File: src/rtl/ais_pkg.sv
package ais_pkg;

   typedef enum logic [1:0] {
      AIS_KEEP  = 2'd0,
      AIS_RAISE = 2'd1,
      AIS_DROP  = 2'd2
   } ais_verdict_e;

   // Decide the flag action from the zero count of a closed window.
   function automatic ais_verdict_e ais_judge(input int unsigned zeros,
                                              input int unsigned set_below,
                                              input int unsigned clear_at);
      if (zeros < set_below)
         return AIS_RAISE;
      else if (zeros >= clear_at)
         return AIS_DROP;
      else
         return AIS_KEEP;
   endfunction

endpackage

File: src/rtl/ais_window_ctr.sv
module ais_window_ctr #(
   parameter int unsigned WINDOW_BITS = 2048
) (
   input  logic clk,
   input  logic clr,
   input  logic step,
   output logic at_last
);
   localparam int unsigned POS_W = (WINDOW_BITS > 2) ? $clog2(WINDOW_BITS) : 1;
   localparam logic [POS_W-1:0] LAST_POS = POS_W'(WINDOW_BITS - 1);
   localparam bit IS_POW2 = ((WINDOW_BITS & (WINDOW_BITS - 1)) == 0);

   logic [POS_W-1:0] pos_q;

   assign at_last = (pos_q == LAST_POS);

   generate
      if (IS_POW2) begin : g_wrap_free
         always_ff @(posedge clk) begin
            if (clr)
               pos_q <= '0;
            else if (step)
               pos_q <= pos_q + 1'b1;
         end
      end else begin : g_wrap_cmp
         always_ff @(posedge clk) begin
            if (clr)
               pos_q <= '0;
            else if (step)
               pos_q <= at_last ? '0 : pos_q + 1'b1;
         end
      end
   endgenerate

endmodule

File: src/rtl/ais_zero_ctr.sv
module ais_zero_ctr #(
   parameter int unsigned SAT_MAX = 4
) (
   input  logic clk,
   input  logic clr,
   input  logic step,
   input  logic wrap,
   input  logic is_zero,
   output logic [$clog2(SAT_MAX+1)-1:0] total
);
   localparam int unsigned ZC_W = $clog2(SAT_MAX + 1);
   localparam logic [ZC_W-1:0] SAT_VAL = ZC_W'(SAT_MAX);

   logic [ZC_W-1:0] cnt_q;
   logic [ZC_W:0]   sum;

   // Count including the bit being accepted this cycle, saturated.
   always_comb begin
      sum   = {1'b0, cnt_q} + {{ZC_W{1'b0}}, is_zero};
      total = (sum >= {1'b0, SAT_VAL}) ? SAT_VAL : sum[ZC_W-1:0];
   end

   always_ff @(posedge clk) begin
      if (clr)
         cnt_q <= '0;
      else if (step)
         cnt_q <= wrap ? '0 : total;
   end

endmodule

File: src/rtl/ais_flag_reg.sv
module ais_flag_reg
   import ais_pkg::*;
(
   input  logic         clk,
   input  logic         clr,
   input  logic         update,
   input  ais_verdict_e verdict,
   output logic         flag
);
   always_ff @(posedge clk) begin
      if (clr)
         flag <= 1'b0;
      else if (update) begin
         case (verdict)
            AIS_RAISE: flag <= 1'b1;
            AIS_DROP:  flag <= 1'b0;
            default:   flag <= flag;
         endcase
      end
   end

endmodule

File: src/rtl/ais_detector.sv
module ais_detector
   import ais_pkg::*;
#(
   parameter int unsigned WINDOW_BITS = 2048,
   parameter int unsigned SET_BELOW   = 3,
   parameter int unsigned CLEAR_AT    = 4
) (
   input  logic clk,
   input  logic rst,
   input  logic bit_en,
   input  logic rx_bit,
   input  logic mode_en,
   output logic alarm
);
   localparam int unsigned ZC_W = $clog2(CLEAR_AT + 1);

   generate
      if (WINDOW_BITS < 2) begin : g_bad_window
         $error("ais_detector: WINDOW_BITS must be at least 2");
      end
      if (SET_BELOW < 1) begin : g_bad_set
         $error("ais_detector: SET_BELOW must be at least 1");
      end
      if (CLEAR_AT < SET_BELOW) begin : g_bad_clear
         $error("ais_detector: CLEAR_AT must not be below SET_BELOW");
      end
      if (CLEAR_AT > WINDOW_BITS) begin : g_bad_reach
         $error("ais_detector: CLEAR_AT cannot exceed WINDOW_BITS");
      end
   endgenerate

   logic            restart;
   logic            step;
   logic            at_last;
   logic            wrap;
   logic [ZC_W-1:0] zeros_total;
   ais_verdict_e    verdict;

   assign restart = rst | ~mode_en;
   assign step    = bit_en & mode_en;
   assign wrap    = step & at_last;
   assign verdict = ais_judge(32'(zeros_total), SET_BELOW, CLEAR_AT);

   ais_window_ctr #(
      .WINDOW_BITS(WINDOW_BITS)
   ) u_window (
      .clk     (clk),
      .clr     (restart),
      .step    (step),
      .at_last (at_last)
   );

   ais_zero_ctr #(
      .SAT_MAX(CLEAR_AT)
   ) u_zeros (
      .clk     (clk),
      .clr     (restart),
      .step    (step),
      .wrap    (wrap),
      .is_zero (~rx_bit),
      .total   (zeros_total)
   );

   ais_flag_reg u_flag (
      .clk     (clk),
      .clr     (restart),
      .update  (wrap),
      .verdict (verdict),
      .flag    (alarm)
   );

endmodule

File: config.mk
export PLATFORM = sky130hd
export DESIGN_NAME = ais_detector
export DESIGN_NICKNAME = d
export VERILOG_FILES = /design/src/rtl/ais_pkg.sv /design/src/rtl/ais_window_ctr.sv /design/src/rtl/ais_zero_ctr.sv /design/src/rtl/ais_flag_reg.sv /design/src/rtl/ais_detector.sv
export SDC_FILE = /design/constraint.sdc
export NUM_CORES = 1
export LEC_CHECK = 0
export BUFFER_PORTS_ARGS = -buffer_cell sky130_fd_sc_hd__buf_2
export CAP_MARGIN = 10
export CORE_MARGIN = 2
export CORE_UTILIZATION = 49
export CTS_CLUSTER_SIZE = 12
export DETAILED_ROUTE_END_ITERATION = 6
export GPL_TIMING_DRIVEN = 0
export PLACE_DENSITY = 0.74
export RECOVER_POWER = 100
export REMOVE_ABC_BUFFERS = 1
export SLEW_MARGIN = 20
export SYNTH_ARGS = -nofsm -noshare
export SYNTH_HDL_FRONTEND = slang
export SYNTH_SLANG_ARGS = --single-unit
File: constraint.sdc
create_clock -name clk -period 1.25 [get_ports clk]
set_input_delay 0.25 -clock clk [delete_from_list [all_inputs] [get_ports clk]]
set_output_delay 0.25 -clock clk [all_outputs]
set_load 0.01 [all_outputs]
==> impl_metrics.yaml <==
routing:
  drt_iter0_markers: 3
  drcViolationCount: 0
  wire_per_inst_microns: 12.2
  routed_wl_microns: 1230
  dr.pass1.iters: 4
  num_vias: 552
  via_per_inst: 5.47
  final_antenna_net_count: 0
grt:
  grt_pass1_vias: 564
  antenna_found_initial: 0
  grt_first_pass_wirelength_microns: 2170
  grt_overflow: 0
  grt_max_degree: 16
  grt_use_total: 0.162
clock_network:
  clock_latency_ps: 280
  root_buffer: "clkbuf_4"
  cts_tree: "done"
  cts_sinks: 15
  clockBufferDepth: 2
  cts-hold-fix-buffers: 0
  cts_made_buffers: 3
  path_clk_slew_ps: 90
  h-tree-depth: 1
setup_path:
  critical_path.max_fanout: 4
  timing.rr.start: "u_zeros.cnt_q[0]$_SDFFE_PP0P_"
  worst_ep_arrival_time_ps: 1560
  critPathKind: "register to register"
  cp_data_required_time_ps: 1460
  startpoint: "u_zeros.cnt_q[0]$_SDFFE_PP0P_"
  start_kind: "register"
  end_kind: "register"
sta:
  slew-limit-headroom: 0.600
  finalSetupViolCount: 5
  min_period_ps: 1350
  fin_skew_ps: 6.41
  finalHoldViolCount: 0
  fin_ws_ps: -102
  drv_slew: 0
  hold_ws_ps: 308
  grt_setup_unrepaired: "true"
  timing.fmax_ghz: 0.740
  worstMarginPinSlew_ps: 599
  post-route-period-util: 1.08
power:
  p_total_uw: 786
  clkPwrFrac: 0.338
  p_int_uw: 613
  p_comb_frac: 0.048
  powerDensity_nw_per_um2: 942
  sequentialPowerShare: 0.614
  leakage_uw: 0.000323
  peakVddDrop_mv: 0.855
  swShare: 0.220
  p_sw_uw: 173
place:
  place_area_sq_um: 742
  dp_hpwl_microns: 817
  place_inst: 96
  port-buffer-count: 5
  gp_congestion: 0.717
worst_hold_path:
  hp-class: "input pin to register"
  hold_start: "bit_en"
floorplanning:
  num_rows: 13
  die_h_microns: 42.2
  die-area_sq_um: 1780
  core_area_sq_um: 1330
  dieWidth_microns: 42.2
  initial_core_util: 0.535
  io_pins: 6
finish:
  finalNonFillerCells: 101
  postLayoutCellArea_sq_um: 835
  n_antenna_cell: 0
  fin_util: 0.626
  nNetsFinal: 95
  layout-drive-gt1-share: 0.302
  area_growth_pct: 17.0
logic_synthesis:
  syn_inst: 78
  synth_seq_area_share: 0.421
  synth_top_family_by_area: "simple AND/OR/NAND/NOR gates"
  synth_cell_types: 26
  synth_top_cell_area_share: 0.421
  ys_warn_count: 0
  synth_fa_ha_area_frac: 0.0526
  synth-seq-cells: 15
  synth_compound_area_frac: 0.0702
  avgSynthCellArea_sq_um: 9.14
  async_reset_ff_frac: 0
  yosys.area_share.simple: 0.295
  ys.flop_type: "dfxtp_1"
  muxShareOfSynthArea: 0.0140
  netlist_area_sq_um: 713
  synth_most_common_cell: "dfxtp_1"
  post-synth-top-area-cell: "dfxtp_1"
  synth_xor_area_frac: 0.111
  ys_top_cells_by_area: "dfxtp_1 (42%), xor2_1 (8.6%), nor2_1 (5.8%)"
  synth_edf_count: 0
  synth_common_cells: "dfxtp_1 (15), nor2_1 (11), xor2_1 (7), nand2_1 (5)"
status:
  violations: "negative setup slack"
  status: "finished with violations"
flow_run:
  cap_violations: 0
cell families (layout without fill, tap and decap cells):
kind of cell	after synthesis	count (layout)
DFF	15	15
AOI/OAI and AO/OA	8	8
and+or+nand+nor	37	37
adders and majority gates	3	3
xor gates and xnor gates	9	9
muxes	1	1
buffers and inverters	5	13
cell type report:
class,count,area [sq um]
well taps,15,18.8
clock buffers,3,22.5
flip-flops and latches,15,310
clock inverters,1,5.00
fillers,131,499
repair buffers,6,30.0
inverters,3,11.3
multi-input cells,58,437
through the flow:
| step | setup slack (ps) | TNS, ps |
|---|---|---|
| final | -102 | -257 |
| after global routing | -167 | -673 |
| after CTS | -157 | -305 |
| after detailed placement | -302 | -1250 |
| after global placement | -269 | -1080 |
| after floorplan | -108 | -381 |
registers in the layout (all words and copies together) (netlist names):
signal          flops
u_window.pos_q     11
u_zeros.cnt_q       3
u_flag.flag         1
path summary, 6_finish.rpt:
kind / to / slack (ps) / cells after the start
min: u_zeros.cnt_q[1]$_SDFFE_PP0P_ / 310 / 3
max reg2reg: u_zeros.cnt_q[2]$_SDFFE_PP0P_ / -100 / 6
max: u_zeros.cnt_q[2]$_SDFFE_PP0P_ / -100 / 6
min reg2reg: u_flag.flag$_SDFFE_PP0P_ / 470 / 2
power by group through the flow:
stage	clock network, uW	registers [uW]	logic (uW)
5_1_grt	305	483	44.2
2_1_floorplan	0	494	19.8
3_5_place_dp	0	495	34.2
3_3_place_gp	0	495	33.5
6_report	266	482	37.9
4_1_cts	276	486	38.8
critical path, cell delays in order (launching register included):
cell and delay, ps:
dfxtp_2 340, ha_4 160, ha_4 150, nand2_2 80, o21ai_4 60, or3b_1 360
a21oi_2 120
layer usage:
metal  up-vias  track usage  part of all wire
met5         -            0                 0
met4         0       0.0750             0.022
met3         4       0.0388             0.021
met2         6        0.303              0.49
met1       254        0.167              0.46
li1        288            -                 -
layout by cell type (no fill, tap or decap), types with 2 or more instances in the layout:
cell type   n
nor2_1     11
dfxtp_1     9
xor2_1      7
dfxtp_2     5
nand2_1     4
nand3_1     4
nand4_1     4
clkbuf_4    4
inv_1       3
a21oi_1     3
buf_2       3
xnor2_1     2
and4_4      2
and3_1      2
and2_1      2
ha_4        2
clkbuf_1    2
repair_timing:
action,in CTS,in global routing
pin swaps,3,3
buffers inserted,1,0
gates resized for setup,16,4
endpoints found under the hold margin,0,0
setup endpoints to repair,5,5
(Power assumes the default switching activity.)
